**src/rtl/madd_pkg.sv**
```systemverilog
// Shared constants, width-mode type and width-select decoding for the
// multi-operand adder. Assumes nibble-granular summands.
package madd_pkg;
    localparam int NIB_W = 4;   // digit width handled by one carry-save lane
    localparam int CSV_N = 4;   // operands per carry-save block
    localparam int CSV_W = 6;   // result width of one carry-save block

    typedef enum logic [1:0] {
        W8  = 2'd0,
        W16 = 2'd1,
        W32 = 2'd2
    } width_e;

    // Maps the two select bits onto a width; the reserved code falls to W8.
    function automatic width_e decode_width(input logic [1:0] sel);
        case (sel)
            2'b01:   decode_width = W16;
            2'b11:   decode_width = W32;
            default: decode_width = W8;
        endcase
    endfunction
endpackage

```
**src/rtl/madd_csv4.sv**
```systemverilog
// Four-operand 4-bit carry-save block: two 3:2 compression rows keep
// sum and carry vectors apart, and one carry-propagate add resolves them.
// Assumes unsigned operands; the result never exceeds 60.
module madd_csv4
    import madd_pkg::*;
(
    input  logic [NIB_W-1:0] op_a,
    input  logic [NIB_W-1:0] op_b,
    input  logic [NIB_W-1:0] op_c,
    input  logic [NIB_W-1:0] op_d,
    output logic [CSV_W-1:0] total
);
    logic [NIB_W:0]   row1_s;
    logic [NIB_W:0]   row1_c;
    logic [NIB_W:0]   row2_s;
    logic [CSV_W-1:0] row2_c;

    // First compression row: three operands to a sum and a shifted carry.
    always_comb begin
        row1_s = {1'b0, op_a ^ op_b ^ op_c};
        row1_c = {(op_a & op_b) | (op_a & op_c) | (op_b & op_c), 1'b0};
    end

    // Second compression row folds in the fourth operand.
    always_comb begin
        row2_s = row1_s ^ row1_c ^ {1'b0, op_d};
        row2_c = {(row1_s & row1_c) | (row1_s & {1'b0, op_d}) | (row1_c & {1'b0, op_d}), 1'b0};
    end

    // Carry resolution: one short carry-propagate add.
    always_comb begin
        total = {1'b0, row2_s} + row2_c;
    end
endmodule

```
**src/rtl/madd_route.sv**
```systemverilog
// Nibble router: for the chosen width, steers nibbles of equal weight into
// the same carry-save block. Block b handles digit b / G of summand group
// b % G, with G groups of four summands per digit. Lane (b,k) occupies
// bits [(b*4+k)*4 +: 4] of the output.
module madd_route
    import madd_pkg::*;
#(
    parameter int DATA_W = 128
) (
    input  logic [DATA_W-1:0] vec,
    input  width_e            mode,
    output logic [DATA_W-1:0] lanes
);
    localparam int NIBS   = DATA_W / NIB_W;
    localparam int BLOCKS = NIBS / CSV_N;
    localparam int K8     = 8 / NIB_W;
    localparam int K16    = 16 / NIB_W;
    localparam int K32    = 32 / NIB_W;
    localparam int G8     = BLOCKS / K8;
    localparam int G16    = BLOCKS / K16;
    localparam int G32    = BLOCKS / K32;

    for (genvar b = 0; b < BLOCKS; b++) begin : g_blk
        for (genvar k = 0; k < CSV_N; k++) begin : g_lane
            localparam int I8  = ((b % G8)  * CSV_N + k) * K8  + b / G8;
            localparam int I16 = ((b % G16) * CSV_N + k) * K16 + b / G16;
            localparam int I32 = ((b % G32) * CSV_N + k) * K32 + b / G32;
            // Per-lane demultiplexing of the source nibble by width.
            assign lanes[(b*CSV_N+k)*NIB_W +: NIB_W] =
                (mode == W32) ? vec[I32*NIB_W +: NIB_W] :
                (mode == W16) ? vec[I16*NIB_W +: NIB_W] :
                                vec[I8*NIB_W  +: NIB_W];
        end
    end
endmodule

```
**src/rtl/madd_tree.sv**
```systemverilog
// Reconfigurable multi-operand adder, six register stages:
// input, carry-save counts, pair merge, digit select, weighted pairs, total.
// Each stage loads only when its predecessor holds valid data, so the
// output holds between results. Tree shape assumes the default 128-bit
// vector (eight carry-save blocks).
module madd_tree
    import madd_pkg::*;
#(
    parameter int DATA_W = 128,
    parameter int SUM_W  = 34
) (
    input  logic              clk,
    input  logic              rst_n,
    input  logic              in_vld,
    input  logic [DATA_W-1:0] in_vec,
    input  logic [1:0]        wsel,
    output logic              out_vld,
    output logic [SUM_W-1:0]  out_sum
);
    localparam int NIBS   = DATA_W / NIB_W;
    localparam int BLOCKS = NIBS / CSV_N;
    localparam int L3_W   = CSV_W + 1;
    localparam int DG_W   = CSV_W + 2;
    localparam int E_W    = DG_W + NIB_W + 1;
    localparam int PAIRS  = BLOCKS / 2;

    logic                    v1_q, v2_q, v3_q, v4_q, v5_q, v6_q;
    logic [DATA_W-1:0]       vec1_q;
    width_e                  mode1_q, mode2_q, mode3_q;
    logic [DATA_W-1:0]       lanes;
    logic [BLOCKS*CSV_W-1:0] blk_c;
    logic [BLOCKS*CSV_W-1:0] blk2_q;
    logic [L3_W-1:0]         lvl3_c [BLOCKS];
    logic [L3_W-1:0]         lvl3_q [BLOCKS];
    logic [DG_W-1:0]         dig_c  [BLOCKS];
    logic [DG_W-1:0]         dig_q  [BLOCKS];
    logic [E_W-1:0]          e_c    [PAIRS];
    logic [E_W-1:0]          e_q    [PAIRS];
    logic [SUM_W-1:0]        sum_c;
    logic [SUM_W-1:0]        sum_q;

    // Stage 1: capture the vector and decoded width.
    always_ff @(posedge clk) begin
        if (!rst_n) begin
            v1_q    <= 1'b0;
            vec1_q  <= '0;
            mode1_q <= W8;
        end else begin
            v1_q <= in_vld;
            if (in_vld) begin
                vec1_q  <= in_vec;
                mode1_q <= decode_width(wsel);
            end
        end
    end

    madd_route #(.DATA_W(DATA_W)) u_route (
        .vec   (vec1_q),
        .mode  (mode1_q),
        .lanes (lanes)
    );

    for (genvar b = 0; b < BLOCKS; b++) begin : g_csv
        madd_csv4 u_csv (
            .op_a  (lanes[(b*CSV_N+0)*NIB_W +: NIB_W]),
            .op_b  (lanes[(b*CSV_N+1)*NIB_W +: NIB_W]),
            .op_c  (lanes[(b*CSV_N+2)*NIB_W +: NIB_W]),
            .op_d  (lanes[(b*CSV_N+3)*NIB_W +: NIB_W]),
            .total (blk_c[b*CSV_W +: CSV_W])
        );
    end

    // Stage 2: register the carry-save block counts.
    always_ff @(posedge clk) begin
        if (!rst_n) begin
            v2_q    <= 1'b0;
            blk2_q  <= '0;
            mode2_q <= W8;
        end else begin
            v2_q <= v1_q;
            if (v1_q) begin
                blk2_q  <= blk_c;
                mode2_q <= mode1_q;
            end
        end
    end

    // Level 3: merge neighbouring blocks of equal weight, or pass through.
    always_comb begin
        for (int i = 0; i < BLOCKS; i++) lvl3_c[i] = '0;
        if (mode2_q == W32) begin
            for (int i = 0; i < BLOCKS; i++)
                lvl3_c[i] = {1'b0, blk2_q[i*CSV_W +: CSV_W]};
        end else begin
            for (int i = 0; i < PAIRS; i++)
                lvl3_c[i] = {1'b0, blk2_q[(2*i)*CSV_W +: CSV_W]}
                          + {1'b0, blk2_q[(2*i+1)*CSV_W +: CSV_W]};
        end
    end

    // Stage 3: register merged counts.
    always_ff @(posedge clk) begin
        if (!rst_n) begin
            v3_q    <= 1'b0;
            mode3_q <= W8;
            for (int i = 0; i < BLOCKS; i++) lvl3_q[i] <= '0;
        end else begin
            v3_q <= v2_q;
            if (v2_q) begin
                mode3_q <= mode2_q;
                for (int i = 0; i < BLOCKS; i++) lvl3_q[i] <= lvl3_c[i];
            end
        end
    end

    // Level 4: form one count per digit weight.
    always_comb begin
        for (int i = 0; i < BLOCKS; i++) dig_c[i] = '0;
        case (mode3_q)
            W32: for (int i = 0; i < BLOCKS; i++) dig_c[i] = {1'b0, lvl3_q[i]};
            W16: for (int i = 0; i < PAIRS; i++)  dig_c[i] = {1'b0, lvl3_q[i]};
            default:
                for (int i = 0; i < BLOCKS / 4; i++)
                    dig_c[i] = {1'b0, lvl3_q[2*i]} + {1'b0, lvl3_q[2*i+1]};
        endcase
    end

    // Stage 4: register digit counts.
    always_ff @(posedge clk) begin
        if (!rst_n) begin
            v4_q <= 1'b0;
            for (int i = 0; i < BLOCKS; i++) dig_q[i] <= '0;
        end else begin
            v4_q <= v3_q;
            if (v3_q)
                for (int i = 0; i < BLOCKS; i++) dig_q[i] <= dig_c[i];
        end
    end

    // Level 5: combine each pair of adjacent digits by their 4-bit offset.
    always_comb begin
        for (int i = 0; i < PAIRS; i++)
            e_c[i] = {{(E_W-DG_W){1'b0}}, dig_q[2*i]}
                   + {1'b0, dig_q[2*i+1], {NIB_W{1'b0}}};
    end

    // Stage 5: register weighted pairs.
    always_ff @(posedge clk) begin
        if (!rst_n) begin
            v5_q <= 1'b0;
            for (int i = 0; i < PAIRS; i++) e_q[i] <= '0;
        end else begin
            v5_q <= v4_q;
            if (v4_q)
                for (int i = 0; i < PAIRS; i++) e_q[i] <= e_c[i];
        end
    end

    // Level 6: final weighted total of the pairs, 8 bits apart.
    always_comb begin
        sum_c = '0;
        for (int i = 0; i < PAIRS; i++)
            sum_c = sum_c + (SUM_W'(e_q[i]) << (2 * NIB_W * i));
    end

    // Stage 6: output register, held while no result arrives.
    always_ff @(posedge clk) begin
        if (!rst_n) begin
            v6_q  <= 1'b0;
            sum_q <= '0;
        end else begin
            v6_q <= v5_q;
            if (v5_q) sum_q <= sum_c;
        end
    end

    assign out_vld = v6_q;
    assign out_sum = sum_q;
endmodule

```
**config.mk**
```make
export PLATFORM = sky130hd
export DESIGN_NAME = madd_tree
export DESIGN_NICKNAME = d
export VERILOG_FILES = /design/src/rtl/madd_pkg.sv /design/src/rtl/madd_csv4.sv /design/src/rtl/madd_route.sv /design/src/rtl/madd_tree.sv
export SDC_FILE = /design/constraint.sdc
export NUM_CORES = 1
export LEC_CHECK = 0
export CAP_MARGIN = 20
export CORE_UTILIZATION = 54
export CTS_CLUSTER_DIAMETER = 30
export DETAILED_ROUTE_END_ITERATION = 10
export PLACE_DENSITY = 0.76
export SLEW_MARGIN = 10
export SYNTH_ARGS = -nofsm -noshare
export SYNTH_HDL_FRONTEND = slang
export SYNTH_SLANG_ARGS = --single-unit
```
**constraint.sdc**
```tcl
create_clock -name clk -period 4 [get_ports clk]
set_clock_uncertainty 0.15 [all_clocks]
set_input_delay 0.6 -clock clk [delete_from_list [all_inputs] [get_ports clk]]
set_output_delay 0.6 -clock clk [all_outputs]
set_load 0.05 [all_outputs]
```
[Word level (Yosys, flattened, before mapping)]
Memories as Yosys holds them, arrays and structs flattened.
Cells that the tools add are included.
Word-level totals
  register bits: 222
  bits in writable memories: 172
  input bits: 133
  output and inout bits: 35
  memories: 3
Cells by class
  $add $sub $neg: 21
  equal/unequal tests: 7
  muxes and demuxes: 96
  bitwise operators: 132
  reduce and logical (&&, ||, !) cells: 1
Memories
  dig_q: depth 8, width 8, read ports 8, clocked after Yosys merged registers in 0, write ports 8, RTL line madd_tree.sv:36  | logic [DG_W-1:0] dig_q [BLOCKS];
  lvl3_q: depth 8, width 7, read ports 8, clocked after Yosys merged registers in 0, write ports 8, RTL line madd_tree.sv:34  | logic [L3_W-1:0] lvl3_q [BLOCKS];
  e_q: depth 4, width 13, read ports 4, clocked after Yosys merged registers in 0, write ports 4, RTL line madd_tree.sv:38  | logic [E_W-1:0] e_q [PAIRS];
Operators with widths (number)
  $mux W4: 60
  $and A4 B4 Y4: 32
  $or A5 B5 Y5: 16
  $mux W8: 8
  $or A4 B4 Y4: 16
  $xor A4 B4 Y4: 16
  $mux W7: 8
  $add A8 B12 Y13: 4
  $mux W13: 4
  $add A5 B6 Y6: 8
  $and A4 B5 Y5: 8
  $and A5 B4 Y5: 8
  $xor A4 B5 Y5: 8
  $xor A5 B4 Y5: 8
  $add A30 B34 Y34: 1
  $mux W31: 1
  $add A22 B29 Y30: 1
  $add A6 B6 Y7: 4
  $mux W28: 1
  $mux W27: 1
  $add A13 B21 Y22: 1
  $or A1 B1 Y1: 20
  $add A7 B7 Y8: 2
  $mux W16: 1
  6 further kinds: 20

[Longest topological paths before layout]
  depth in word-level cells: 10
  gate-level depth with buffers: 17
  gate-level depth less buffers: 14

[Hierarchy]
Synthesis repeated with hierarchy kept, for this count alone.
Second synthesis, totals
  cells, all modules: 2077
  area total of the unflattened synthesis: 22809.4 um^2
Modules (own cells, without submodules)
  madd_tree: instances 1, cells an instance 1444, area each 16165.5 um^2, seq. area each 9008.6 um^2
  madd_route: instances 1, cells an instance 409, area each 4211.5 um^2, seq. area each 0.0 um^2
  madd_csv4: instances 8, cells an instance 28, area each 304.0 um^2, seq. area each 0.0 um^2

[Least setup slack after synthesis]
Ideal clock, no wire load.
  path kind: reg-to-reg
  start point: register mode1_q[1]
  end point: register blk2_q[35]
  library setup time: 0.132 ns
  data arrival time: 3.508 ns
  data required time: 3.718 ns
  slack: 0.210 ns
  cell stages (with the launch flop): 14
  buffers on the path: 3
  cells stage by stage: dfxtp_1 > buf_2 > buf_2 > buf_1 > mux2_2 > a21oi_1 > fa_1 > fa_1 > inv_1 > ha_1 > fa_1 > a21o_1 > a21oi_1 > a21oi_1
On the way
  cells in the longest elaborated chain, start to end: 10
  elaborated cells on any way between the ends: 25
  those cells by class: add/sub (1); eq/ne (2); mux (8); bitwise (14)
Ends and longest elaborated chain
  start: declaration: RTL line madd_tree.sv:29  | width_e mode1_q, mode2_q, mode3_q;
  start signal: assignment: RTL line madd_tree.sv:52  | mode1_q <= decode_width(wsel);
  $eq A2 B1 Y1
  $mux W4: RTL line madd_route.sv:31  | (mode == W16) ? vec[I16*NIB_W +: NIB_W] :
  $mux W4: RTL line madd_route.sv:30  | (mode == W32) ? vec[I32*NIB_W +: NIB_W] :
  $and A4 B4 Y4: RTL line madd_csv4.sv:21  | row1_c = {(op_a & op_b) | (op_a & op_c) | (op_b & op_c), 1'b0};
  $or A4 B4 Y4 (2 in a row): RTL line madd_csv4.sv:21
  $and A4 B5 Y5: RTL line madd_csv4.sv:27  | row2_c = {(row1_s & row1_c) | (row1_s & {1'b0, op_d}) | (row1_c & {1'b0, op_d}), 1'b0};
  $or A5 B5 Y5 (2 in a row): RTL line madd_csv4.sv:27
  $add A5 B6 Y6 (*): RTL line madd_csv4.sv:32  | total = {1'b0, row2_s} + row2_c;
  end signal: assignment: RTL line madd_tree.sv:82  | blk2_q <= blk_c;
  end: declaration: RTL line madd_tree.sv:32  | logic [BLOCKS*CSV_W-1:0] blk2_q;
Mark *: on every way between the ends. The rest lies on a longest branch, timed or not.
A chain may end at the register's enable or synchronous reset.

[Worst setup path in the final report]
Ends and elaborated chain as after synthesis.

==> reports/qor.yml <==
io_buffers: 167
cp_slowest_stage_delay_ns: 0.57
clock_latency_ns: 0.59
fin_area_mm2: 0.02686
coreArea_mm2: 0.04001
clock_sinks: 374
synth_seq_cells: 374
cp-start-kind: "register"
synth_area_per_cell_um2: 9.847
critPathSlowestCell: "fa_1"
hpwl_mm: 39.97
holdPathStages: 2
reg2reg_depth: 12
period_minus_slack_ns: 3.747
synth_ff_type: "dfxtp_1"
outcome: "finished clean"
drtIter0Drc: 1028
yosysUniqueCellTypes: 56
fmax_mhz: 266.9
drive_above_1_share_pct: 9.796
hp-start: "out_sum[22]"
die-area_mm2: 0.04164
reg2reg_from: "mode1_q[1]"
cts_resized: 0
gr-usage-all-layers_pct: 26.07
yosysWarnings: 0
routed-via-count: 16600
rsz0062_at_grt: "no"
min_path_type: "register to register"
finalSetupTns_ns: 0
synth-edff-count: 152
tightestPinTransition_ns: 1.021
pin_count: 168
grt-ovfl-total: 0
first_pass_iters: 5
reg2reg_slack_ns: 0.25
drc: 0
cts_inserted_buffers: 77
via_per_inst: 5.578
max_slew_margin_pct: 31.93
rows: 73
ant_nets: 0
syn_area_mm2: 0.02205
cts_tree: "built"
slew_viol_final: 0
power_density_mw_per_mm2: 461.6
grt_pass1_vias: 16450
maxCapViolCount: 0
hold-path-endpoint: "out_sum[22]"
cp.required_ns: 4.28
end_kind: "register"
synth_cells: 2239
setup_viol: 0
post-route-period-util_pct: 93.68
clockBufferDepth: 3
path_max_fanout: 55
leakagePower_nw: 11.22
antenna_found_initial: 0
fp.dieH_um: 204.1
place_area_mm2: 0.02431
wire_per_inst_um: 18.00
async_flop_share_pct: 0
path_clk_slew_ns: 0.04
synth_top_area_share_pct: 20.70
crit_chain: "buf_12, buf_4, mux2_2, a21oi_1, fa_1, fa_1, inv_1, ha_1, fa_1, a21o_1, a21oi_1, a21oi_1"
grt_pass1_wl_mm: 85.22
n_antenna_cell: 0
initial_utilization_pct: 55.11
whs_ns: 0.3186
power_mw: 12.40
critPathArrivalTime_ns: 4.02
place_congestion: 0.9470
grt_max_degree: 174
clockRootBuffer: "clkbuf_16"
cts-htree-levels: 3
postCtsSetupRepairBufs: 0
fin_nets: 2701
die_w_um: 204.1
r2r-end: "blk2_q[35]"
synth_nets: 2550
hold_violations: 0
yosysTopAreaCell: "edfxtp_1"
seq_area_frac_synth_pct: 40.86
vdd_drop_max_uv: 341.6
synth_area_leaders: "edfxtp_1 (21%), dfxtp_1 (20%), mux2i_1 (11%)"
area_delta_synth_final_pct: 21.82
path_class: "register to register"
hold_buffers: 0
finalWirelength_mm: 53.54
==> metal layers <==
| layer | share of wire, % | global-route usage (%) | up-vias |
|---|---|---|---|
| met5 | 0 | 0 | - |
| met4 | 4.2 | 11.83 | 0 |
| met3 | 4.3 | 4.544 | 129 |
| met2 | 50 | 45.55 | 425 |
| met1 | 42 | 31.24 | 7841 |
| li1 | - | - | 8200 |
==> layout by cell type, fill, tap and decap left out, drive strengths merged, types with 6 or more instances in the layout <==
master and n:
a211oi 21, a21o 34, a21oi 127, a31oi 6, and2 18, and3 73, buf 47, clkbuf 98
clkdlybuf4s50 165, clkinv 27, dfxtp 222, edfxtp 152, fa 75, ha 103, inv 144, mux2 56
mux2i 236, nand2 46, nand2b 73, nand3 16, nand3b 11, nand4 6, nor2 294, nor2b 15
nor3 18, nor3b 11, o211ai 59, o21a 23, o21ai 158, o21bai 9, or3 9, xnor2 37
xor2 20
==> state kept, by name, summed over array words and instances, names as in the netlist, 2 cells and up <==
name and cells:
blk2_q 48, dig_q 54, e_q 46, lvl3_q 52
mode1_q 2, mode2_q 2, mode3_q 2, out_sum 34
vec1_q 128
==> logic make-up (layout without fill, tap and decap cells) <==
kind of cell | after synthesis | in the layout | share of synthesized area, %
buf+inv | 280 | 491 | 4.824
compound gates | 461 | 461 | 12.69
flops | 374 | 374 | 40.86
xor+xnor | 57 | 57 | 2.264
simple gates | 597 | 597 | 13.13
fa+ha+maj | 178 | 178 | 12.66
mux | 292 | 292 | 13.57
==> layout make-up <==
cell class	instances	area, µm²
Clock buffer	98	2108
Clock inverter	41	442.9
Fill cell	3115	13150
Inverter	140	530.5
Multi-Input combinational cell	1585	11980
Sequential cell	374	9019
Tap cell	525	656.9
Timing Repair Buffer	212	2118
==> cell usage after synthesis, drive strengths merged, types with 9 or more instances <==
cell type	number
buf	25
nor3b	11
nand3	16
a21o	34
a211oi	21
xnor2	37
nand2b	73
and3	73
o21a	23
inv	139
nand2	46
nor2	294
a21oi	127
edfxtp	152
o21ai	158
xor2	20
nor3	18
clkbuf	115
and2	18
ha	103
mux2i	236
o21bai	9
nor2b	15
o211ai	59
or3	9
fa	75
nand3b	11
mux2	56
dfxtp	222
==> per-stage QoR <==
| stage | setup WS (ns) | util [%] | cells |
|---|---|---|---|
| final | 0.2529 | 67.14 | 2975 |
| after global routing | 0.01832 | 67.14 | 2975 |
| after CTS | 0.2617 | 67.14 | 2975 |
| after detailed placement | 0.2607 | 60.76 | 2836 |
| after global placement | 0.3108 | 60.76 | 2836 |
| after floorplan | 0.2098 | - | 2239 |
==> power breakdown <==
group | internal (mW) | switching (mW) | total, mW
Clock | 4.06 | 2.06 | 6.12
Combinational | 0.850 | 0.987 | 1.84
Sequential | 4.19 | 0.246 | 4.44
Total | 9.11 | 3.29 | 12.4
==> worst max path at each step <==
stage | depth (start not counted) | slack [ns] | from | end
after CTS | 13 | 0.26 | mode1_q[1] | blk2_q[22]
after global placement | 13 | 0.31 | mode1_q[1] | blk2_q[22]
after detailed placement | 12 | 0.26 | mode1_q[1] | blk2_q[35]
final | 12 | 0.25 | mode1_q[1] | blk2_q[35]
after global routing | 14 | 0.02 | mode1_q[1] | blk2_q[16]
after floorplan | 13 | 0.21 | mode1_q[1] | blk2_q[35]
==> worst max-delay path: cells and delay by family, from the launching register on <==
family / cells / cell delay (ns)
muxes: 1 / 0.17
buffers and inverters: 3 / 0.57
AOI/OAI and AO/OA: 4 / 0.50
adders and majority gates: 4 / 1.69
DFF: 1 / 0.48
Note: power is estimated with default switching activity, not from simulation.
